[config.mk]
export PLATFORM = sky130hd
export DESIGN_NAME = e1_nfas_ts0_gen
export DESIGN_NICKNAME = d
export VERILOG_FILES = /design/src/rtl/e1_ts0_pkg.sv /design/src/rtl/e1_ts0_pend.sv /design/src/rtl/e1_sa6_ser.sv /design/src/rtl/e1_nfas_ts0_gen.sv
export SDC_FILE = /design/constraint.sdc
export NUM_CORES = 1
export LEC_CHECK = 0
export CAP_MARGIN = 20
export CELL_PAD_IN_SITES_DETAIL_PLACEMENT = 2
export CELL_PAD_IN_SITES_GLOBAL_PLACEMENT = 2
export CORE_ASPECT_RATIO = 0.75
export CORE_UTILIZATION = 28
export CTS_CLUSTER_SIZE = 20
export DETAILED_ROUTE_END_ITERATION = 8
export GPL_TIMING_DRIVEN = 0
export MAX_ROUTING_LAYER = met4
export PLACE_DENSITY = 0.87
export SLEW_MARGIN = 20
export SYNTH_ARGS = -nofsm -noshare
export SYNTH_HDL_FRONTEND = slang
export SYNTH_SLANG_ARGS = --single-unit
[constraint.sdc]
create_clock -name clk -period 2.4 [get_ports clk]
set_input_delay 0.36 -clock clk [delete_from_list [all_inputs] [get_ports clk]]
set_output_delay 0.36 -clock clk [all_outputs]
set_load 0.005 [all_outputs]
[src/rtl/e1_ts0_pkg.sv]
package e1_ts0_pkg;
   localparam int unsigned BYTE_W  = 8;
   localparam int unsigned POS_SI  = 7;
   localparam int unsigned POS_ONE = 6;
   localparam int unsigned POS_A   = 5;
   localparam int unsigned SPARE_W = 5;
   // index of Sa6 within the spare field (Sa4 at 4 ... Sa8 at 0)
   localparam int unsigned SA6_IDX = 2;
endpackage

[src/rtl/e1_ts0_pend.sv]
module e1_ts0_pend #(
   parameter int unsigned REPEAT = 3
) (
   input  logic clk,
   input  logic rst_n,
   input  logic load,
   input  logic tx_evt,
   input  logic filt,
   output logic pending
);
   localparam int unsigned CW = $clog2(REPEAT + 1);

   generate
      if (REPEAT < 2) begin : g_bad_repeat
         $error("REPEAT must be at least 2");
      end
   endgenerate

   logic [CW-1:0] cnt_q;
   logic [CW-1:0] target;
   logic          pend_q;

   assign target  = filt ? CW'(REPEAT) : CW'(1);
   assign pending = pend_q;

   always_ff @(posedge clk or negedge rst_n) begin
      if (!rst_n) begin
         pend_q <= 1'b0;
         cnt_q  <= '0;
      end else if (load) begin
         pend_q <= 1'b1;
         cnt_q  <= '0;
      end else if (pend_q && tx_evt) begin
         if (cnt_q + CW'(1) >= target) begin
            pend_q <= 1'b0;
            cnt_q  <= '0;
         end else begin
            cnt_q <= cnt_q + CW'(1);
         end
      end
   end

   p_set_on_load_r4: assert property (@(posedge clk) disable iff (!rst_n)
      load |=> pending);
   p_hold_idle_r6: assert property (@(posedge clk) disable iff (!rst_n)
      (pending && !load && !tx_evt) |=> pending);
   p_single_clear_r5: assert property (@(posedge clk) disable iff (!rst_n)
      (pending && !load && tx_evt && !filt) |=> !pending);
   p_no_overflow_r6: assert property (@(posedge clk) disable iff (!rst_n)
      cnt_q < CW'(REPEAT));
   p_idle_stays_r4: assert property (@(posedge clk) disable iff (!rst_n)
      (!pending && !load) |=> !pending);
endmodule

[src/rtl/e1_sa6_ser.sv]
module e1_sa6_ser #(
   parameter int unsigned NIB_W = 4
) (
   input  logic             clk,
   input  logic             rst_n,
   input  logic             load,
   input  logic [NIB_W-1:0] nib_in,
   input  logic             advance,
   output logic             bit_out,
   output logic             nib_done
);
   localparam int unsigned IW = (NIB_W > 1) ? $clog2(NIB_W) : 1;
   localparam logic [IW-1:0] LAST = IW'(NIB_W - 1);

   generate
      if (NIB_W < 2) begin : g_bad_nib
         $error("NIB_W must be at least 2");
      end
   endgenerate

   logic [NIB_W-1:0] nib_q;
   logic [IW-1:0]    idx_q;

   assign bit_out  = nib_q[LAST - idx_q];
   assign nib_done = advance && (idx_q == LAST);

   always_ff @(posedge clk or negedge rst_n) begin
      if (!rst_n) begin
         nib_q <= '1;
         idx_q <= '0;
      end else if (load) begin
         nib_q <= nib_in;
         idx_q <= '0;
      end else if (advance) begin
         idx_q <= (idx_q == LAST) ? '0 : idx_q + IW'(1);
      end
   end

   p_ptr_step_r7: assert property (@(posedge clk) disable iff (!rst_n)
      (advance && !load && idx_q != LAST) |=> idx_q == $past(idx_q) + IW'(1));
   p_ptr_wrap_r7: assert property (@(posedge clk) disable iff (!rst_n)
      (advance && !load && idx_q == LAST) |=> idx_q == '0);
   p_ptr_restart_r8: assert property (@(posedge clk) disable iff (!rst_n)
      load |=> idx_q == '0);
   p_ptr_hold_r7: assert property (@(posedge clk) disable iff (!rst_n)
      (!advance && !load) |=> $stable(idx_q));
endmodule

[src/rtl/e1_nfas_ts0_gen.sv]
module e1_nfas_ts0_gen
   import e1_ts0_pkg::*;
#(
   parameter int unsigned FILT_REPEAT = 3,
   parameter int unsigned SUB_NIB_W   = 4
) (
   input  logic                 clk,
   input  logic                 rst_n,
   input  logic                 nfas_stb,
   input  logic                 si_bit,
   input  logic                 lof_in,
   input  logic                 rx_err_in,
   input  logic                 rx_err_mask,
   input  logic                 main_wr,
   input  logic [SPARE_W-1:0]   main_wr_sa,
   input  logic                 main_wr_alarm,
   input  logic                 main_filt,
   input  logic                 sub_en,
   input  logic                 sub_wr,
   input  logic [SUB_NIB_W-1:0] sub_wr_nib,
   input  logic                 sub_filt,
   output logic [BYTE_W-1:0]    ts0_byte,
   output logic                 main_pending,
   output logic                 sub_pending
);
   logic [SPARE_W-1:0] sa_q;
   logic [SPARE_W-1:0] sa_out;
   logic               alarm_q;
   logic               a_bit;
   logic               sub_bit;
   logic               sub_done;

   always_ff @(posedge clk or negedge rst_n) begin
      if (!rst_n) begin
         sa_q    <= '1;
         alarm_q <= 1'b0;
      end else if (main_wr) begin
         sa_q    <= main_wr_sa;
         alarm_q <= main_wr_alarm;
      end
   end

   assign a_bit = alarm_q | lof_in | (rx_err_in & ~rx_err_mask);

   generate
      for (genvar k = 0; k < SPARE_W; k++) begin : g_spare
         if (k == SA6_IDX) begin : g_sub
            assign sa_out[k] = sub_en ? sub_bit : sa_q[k];
         end else begin : g_fixed
            assign sa_out[k] = sa_q[k];
         end
      end
   endgenerate

   assign ts0_byte = {si_bit, 1'b1, a_bit, sa_out};

   e1_sa6_ser #(.NIB_W(SUB_NIB_W)) u_sub_ser (
      .clk      (clk),
      .rst_n    (rst_n),
      .load     (sub_wr),
      .nib_in   (sub_wr_nib),
      .advance  (nfas_stb && sub_en),
      .bit_out  (sub_bit),
      .nib_done (sub_done)
   );

   e1_ts0_pend #(.REPEAT(FILT_REPEAT)) u_main_pend (
      .clk     (clk),
      .rst_n   (rst_n),
      .load    (main_wr),
      .tx_evt  (nfas_stb),
      .filt    (main_filt),
      .pending (main_pending)
   );

   e1_ts0_pend #(.REPEAT(FILT_REPEAT)) u_sub_pend (
      .clk     (clk),
      .rst_n   (rst_n),
      .load    (sub_wr),
      .tx_evt  (sub_done),
      .filt    (sub_filt),
      .pending (sub_pending)
   );

   p_sa_hold_r2: assert property (@(posedge clk) disable iff (!rst_n)
      !main_wr |=> $stable(sa_q));
   p_alarm_src_r3: assert property (@(posedge clk) disable iff (!rst_n)
      (lof_in || alarm_q) |-> ts0_byte[POS_A]);
   p_wr_wins_r9: assert property (@(posedge clk) disable iff (!rst_n)
      (main_wr && nfas_stb) |=> main_pending);
endmodule

Word level (Yosys, flattened, before mapping)
Cells that the tools add are included.
- add/sub/neg operators: 4
- magnitude comparators: 3
- equality and inequality tests: 1
- multiplexer cells: 20
- bitwise gates (word level): 4
- reductions and logical operators: 11
- operator list (kind ; count):
    $mux 2 ; 11
    $reduce_bool 2->1 ; 5
    $mux 1 ; 8
    $add 2x1->2 const B ; 3
    $ge 2x2->1 ; 2
    $logic_and 1x1->1 ; 4
    $reduce_and 2->1 ; 2
    $lt 2x3->1 const B ; 1
    $bmux 1 s2 ; 1
    $eq 2x2->1 const B ; 1
    $or 1x1->1 ; 2
    $sub 2x2->2 const A ; 1
    $and 1x1->1 ; 1
    $not 1->1 ; 1
- flip-flop bits (word level): 18
- output and inout bits: 10
- logic and storage cells: 51

Depth between registers and ports, before layout
- depth after elaboration: 5
- depth in mapped cells: 4
- mapped depth without buffers: 4

By module
Synthesis repeated with hierarchy kept, for this count alone.
- cells, all modules: 74
- area, all modules: 925.9 um^2
- modules (own cells, without submodules) (module ; instances ; cells an instance ; area each (um^2)):
    e1_nfas_ts0_gen ; 1 ; 26 ; 344.1
    e1_ts0_pend ; 2 ; 15 ; 151.4
    e1_sa6_ser ; 1 ; 18 ; 279.0

Worst setup path before layout
No wires, ideal clock.
- path type: register to register
- from: register u_sub_ser.idx_q[0]
- to: register u_sub_pend.cnt_q[0]
- setup time: 0.078 ns
- arrival: 1.312 ns
- path slack: 1.009 ns
- stages on the path, launching flop included: 5
- path buffers: 0
- clock period less this slack: 1.391 ns
- cell sequence: dfrtp_1 ha_1 nand4_2 or4b_1 a21oi_1
- word-level cells in the longest chain between the ends: 4
- RTL lines (element ; RTL line ; text):
    start, declared ; e1_sa6_ser.sv:22 ; logic [IW-1:0] idx_q;
    start signal, assigned ; e1_sa6_ser.sv:35 ; idx_q <= (idx_q == LAST) ? '0 : idx_q + IW'(1);
    $eq 2x2->1 ; e1_sa6_ser.sv:25 ; assign nib_done = advance && (idx_q == LAST);
    $logic_and 1x1->1 ; e1_sa6_ser.sv:25 ;
    $logic_and 1x1->1 ; e1_ts0_pend.sv:33 ; end else if (pend_q && tx_evt) begin
    $reduce_bool 2->1 (no line) ; - ;
    end signal, assigned ; e1_ts0_pend.sv:38 ; cnt_q <= cnt_q + CW'(1);
    end, declared ; e1_ts0_pend.sv:19 ; logic [CW-1:0] cnt_q;
Every way passes these cells.
A chain may end at the register's enable or synchronous reset.

Worst setup path after layout
- from: input sub_en
- to: output ts0_byte[2]
- word-level cells in the longest chain between the ends: 1
- RTL lines (element ; RTL line ; text):
    start, declared ; e1_nfas_ts0_gen.sv:18 ; input logic sub_en,
    $mux 1 ; e1_nfas_ts0_gen.sv:48 ; assign sa_out[k] = sub_en ? sub_bit : sa_q[k];
    end, declared ; e1_nfas_ts0_gen.sv:22 ; output logic [BYTE_W-1:0] ts0_byte,
Every way passes these cells.

==> impl_metrics.toml <==
[global_route]
grtUsageTotal_pct = 15.79
gr-total-overflow = 0
grt_start_max_net_pins = 19
antenna_found_initial = 0
grt_pass1_vias = 761
grt_pass1_wl_mm = 3.705

[timing]
rsz0062_at_grt = "no"
setup_tns_ns = 0
post-route-period-util_pct = 95.47
maxSlewHeadroom_pct = 44.85
finClkSkew_ns = 0.006260
setup_viol = 0
maxSlewViolCount = 0
final_hold_viol_count = 0
fmax_ghz = 0.4364
worst_slew_pin_slew_ns = 0.8246
period_minus_slack_ns = 2.291

[finish]
diodes = 0
seq_area_um2 = 461.7
finalNonFillerCells = 145
final_area_um2 = 1245
nets = 131
multi_input_area_um2 = 339.1
final_util_pct = 42.11
area_growth_pct = 42.75
drive_gt1_share_pct = 30.84
fillers = 311

[placement]
portBuffers = 27
hpwl_mm = 1.620
place_area_um2 = 1190
gp_congestion = 0.6972
placedCellCount = 141

[worst_setup_path]
start_kind = "input port"
cp.arrival_ns = 1.93
critPathKind = "input port to output pin"
worst-path-max-fanout = 5
endpoint_kind = "output pin"
required_ns = 2.04

[synthesis]
synthArstFlopShare_pct = 100.0
synthCells = 76
synth_top_area_share_pct = 27.12
synth_common_cells = "mux2_2 (12), dfrtp_1 (9), dfstp_2 (9)"
synth_most_common_cell = "mux2_2"
synth_cell_types = 22
avgSynthCellArea_um2 = 11.47
yosysTopAreaCell = "dfstp_2"
ys.warnings.count = 0
synth_edf_count = 0
synth.net_count = 99
synth_ff_type = "dfstp_2"
ys_seq_area_share_pct = 52.94
synth_area_leaders = "dfstp_2 (27%), dfrtp_1 (26%), mux2_2 (15%), buf_4 (6.0%), nand2_1 (3.4%)"
synth_seq_cells = 18
syn_area_um2 = 872.1

[route]
vias_per_cell = 4.566
wire_per_inst_um = 14.43
drtPass1Iterations = 3
wirelength_mm = 2.093
drt-initial-drc-count = 6
detail-route-antenna-nets = 0
vias = 662
drc = 0

[clock_network]
root_buffer = "clkbuf_8"
cts_tree = "yes"
clk_latency_ns = 0.25
cts_buffer_depth = 2
cts_buffers = 3
cts_sinks = 18
clkSlewWorstSetupHoldPaths_ns = 0.07
h-tree-depth = 1
cts_setup_buffers = 0
cts_hold_buf = 0

[status]
status = "finished clean"

[die]
core_area_um2 = 2957
die_h_um = 50.33
core.rowCount = 17
initial_core_util_pct = 29.50
io_pins = 32
die_area_um2 = 3344
fp.dieW_um = 66.44

[run]
max-cap-violations = 0

[power]
power_density_nw_per_um2 = 580.0
power.leakage_nw = 0.5157
irDropWorstVdd_mv = 0.3775

[min_path]
hp-class = "input port to flip-flop"
where the power goes:
part | switching, mW | internal, mW
clock network | 0.0986 | 0.146
logic | 0.0429 | 0.0843
registers | 0.0145 | 0.336
total | 0.156 | 0.566
metal layers:
metal	routed length [µm]	share of wire, %	vias up	track usage, %
met4	19	0.91	0	4.255
met3	73	3.5	2	3.409
li1	-	-	311	-
met5	0	0	-	-
met1	928	44	334	19.46
met2	1072	51	15	26.19
worst max-delay path, stage by stage:
cell and delay [ns]:
clkdlybuf4s50_1 0.60, inv_1 0.09, o311ai_1 0.32, clkdlybuf4s50_1 0.56
state kept, by name, summed over array words and instances, names as in the netlist:
signal	cells
alarm_q	1
sa_q	5
u_main_pend.cnt_q	2
u_main_pend.pending	1
u_sub_pend.cnt_q	2
u_sub_pend.pending	1
u_sub_ser.idx_q	2
u_sub_ser.nib_q	4
path summary, 6_finish.rpt:
path | startpoint | end | slack [ns] | depth (start not counted)
max reg2reg | u_sub_ser.idx_q[0]$_DFFE_PN0P_ | u_sub_pend.cnt_q[0]$_DFFE_PN0P_ | 0.85 | 4
max in group asynchronous | rst_n | u_sub_ser.idx_q[0]$_DFFE_PN0P_ | 1.30 | 1
min in group asynchronous | rst_n | u_main_pend.pending$_DFFE_PN0P_ | 0.58 | 1
min | sub_wr | u_sub_pend.cnt_q[1]$_DFFE_PN0P_ | 0.49 | 2
min reg2reg | u_main_pend.pending$_DFFE_PN0P_ | u_main_pend.pending$_DFFE_PN0P_ | 0.51 | 1
max | sub_en | ts0_byte[2] | 0.11 | 4
layout make-up:
type / count / area share, %
multi-input cells: 46 / 27.24
repair buffers: 27 / 21.71
plain buffers: 9 / 4.824
clock buffers: 4 / 4.422
flip-flops and latches: 18 / 37.09
inverters: 3 / 0.9045
well taps: 38 / 3.819
repair_timing:
item,4_1_cts,5_1_grt
endpoints found under the hold margin,0,0
endpoints found under the setup margin,0,1
resized for setup,0,1
per-stage QoR:
step	power (mW)	hold WS, ns	setup WS [ns]
2_1_floorplan	0.4072	0.06441	1.009
3_3_place_gp	0.4761	0.4951	0.03350
3_5_place_dp	0.4835	0.5039	0.05768
4_1_cts	0.7368	0.4920	0.009466
5_1_grt	0.7622	0.5428	0.03114
6_report	0.7221	0.4864	0.1087
logic make-up after synthesis:
family | synth area share [%]
mux | 17.79
other cells | 0.4300
flops | 52.94
buf+inv | 8.178
simple gates | 12.91
xor+xnor | 1.004
fa+ha+maj | 1.434
compound gates | 5.309
cell usage in the layout (no fill, tap or decap):
cell | netlist | layout
or4b_1 | 1 | 1
clkbuf_1 | 2 | 2
dfrtp_1 | 9 | 9
o21ai_0 | 2 | 2
clkbuf_8 | 0 | 4
nand3_1 | 3 | 3
a21o_1 | 1 | 1
conb_1 | 1 | 1
inv_1 | 3 | 3
ha_1 | 1 | 1
xor2_1 | 1 | 1
o311ai_1 | 0 | 1
buf_4 | 7 | 7
mux2i_1 | 2 | 2
nand4_2 | 1 | 1
mux2_2 | 12 | 12
or3_1 | 2 | 2
dfstp_2 | 9 | 9
a21oi_1 | 4 | 4
nor2_1 | 3 | 3
clkdlybuf4s50_1 | 0 | 27
and3b_1 | 1 | 1
nand2_1 | 8 | 8
nand2b_1 | 2 | 2
No activity file was read; power rests on OpenSTA's default activity.
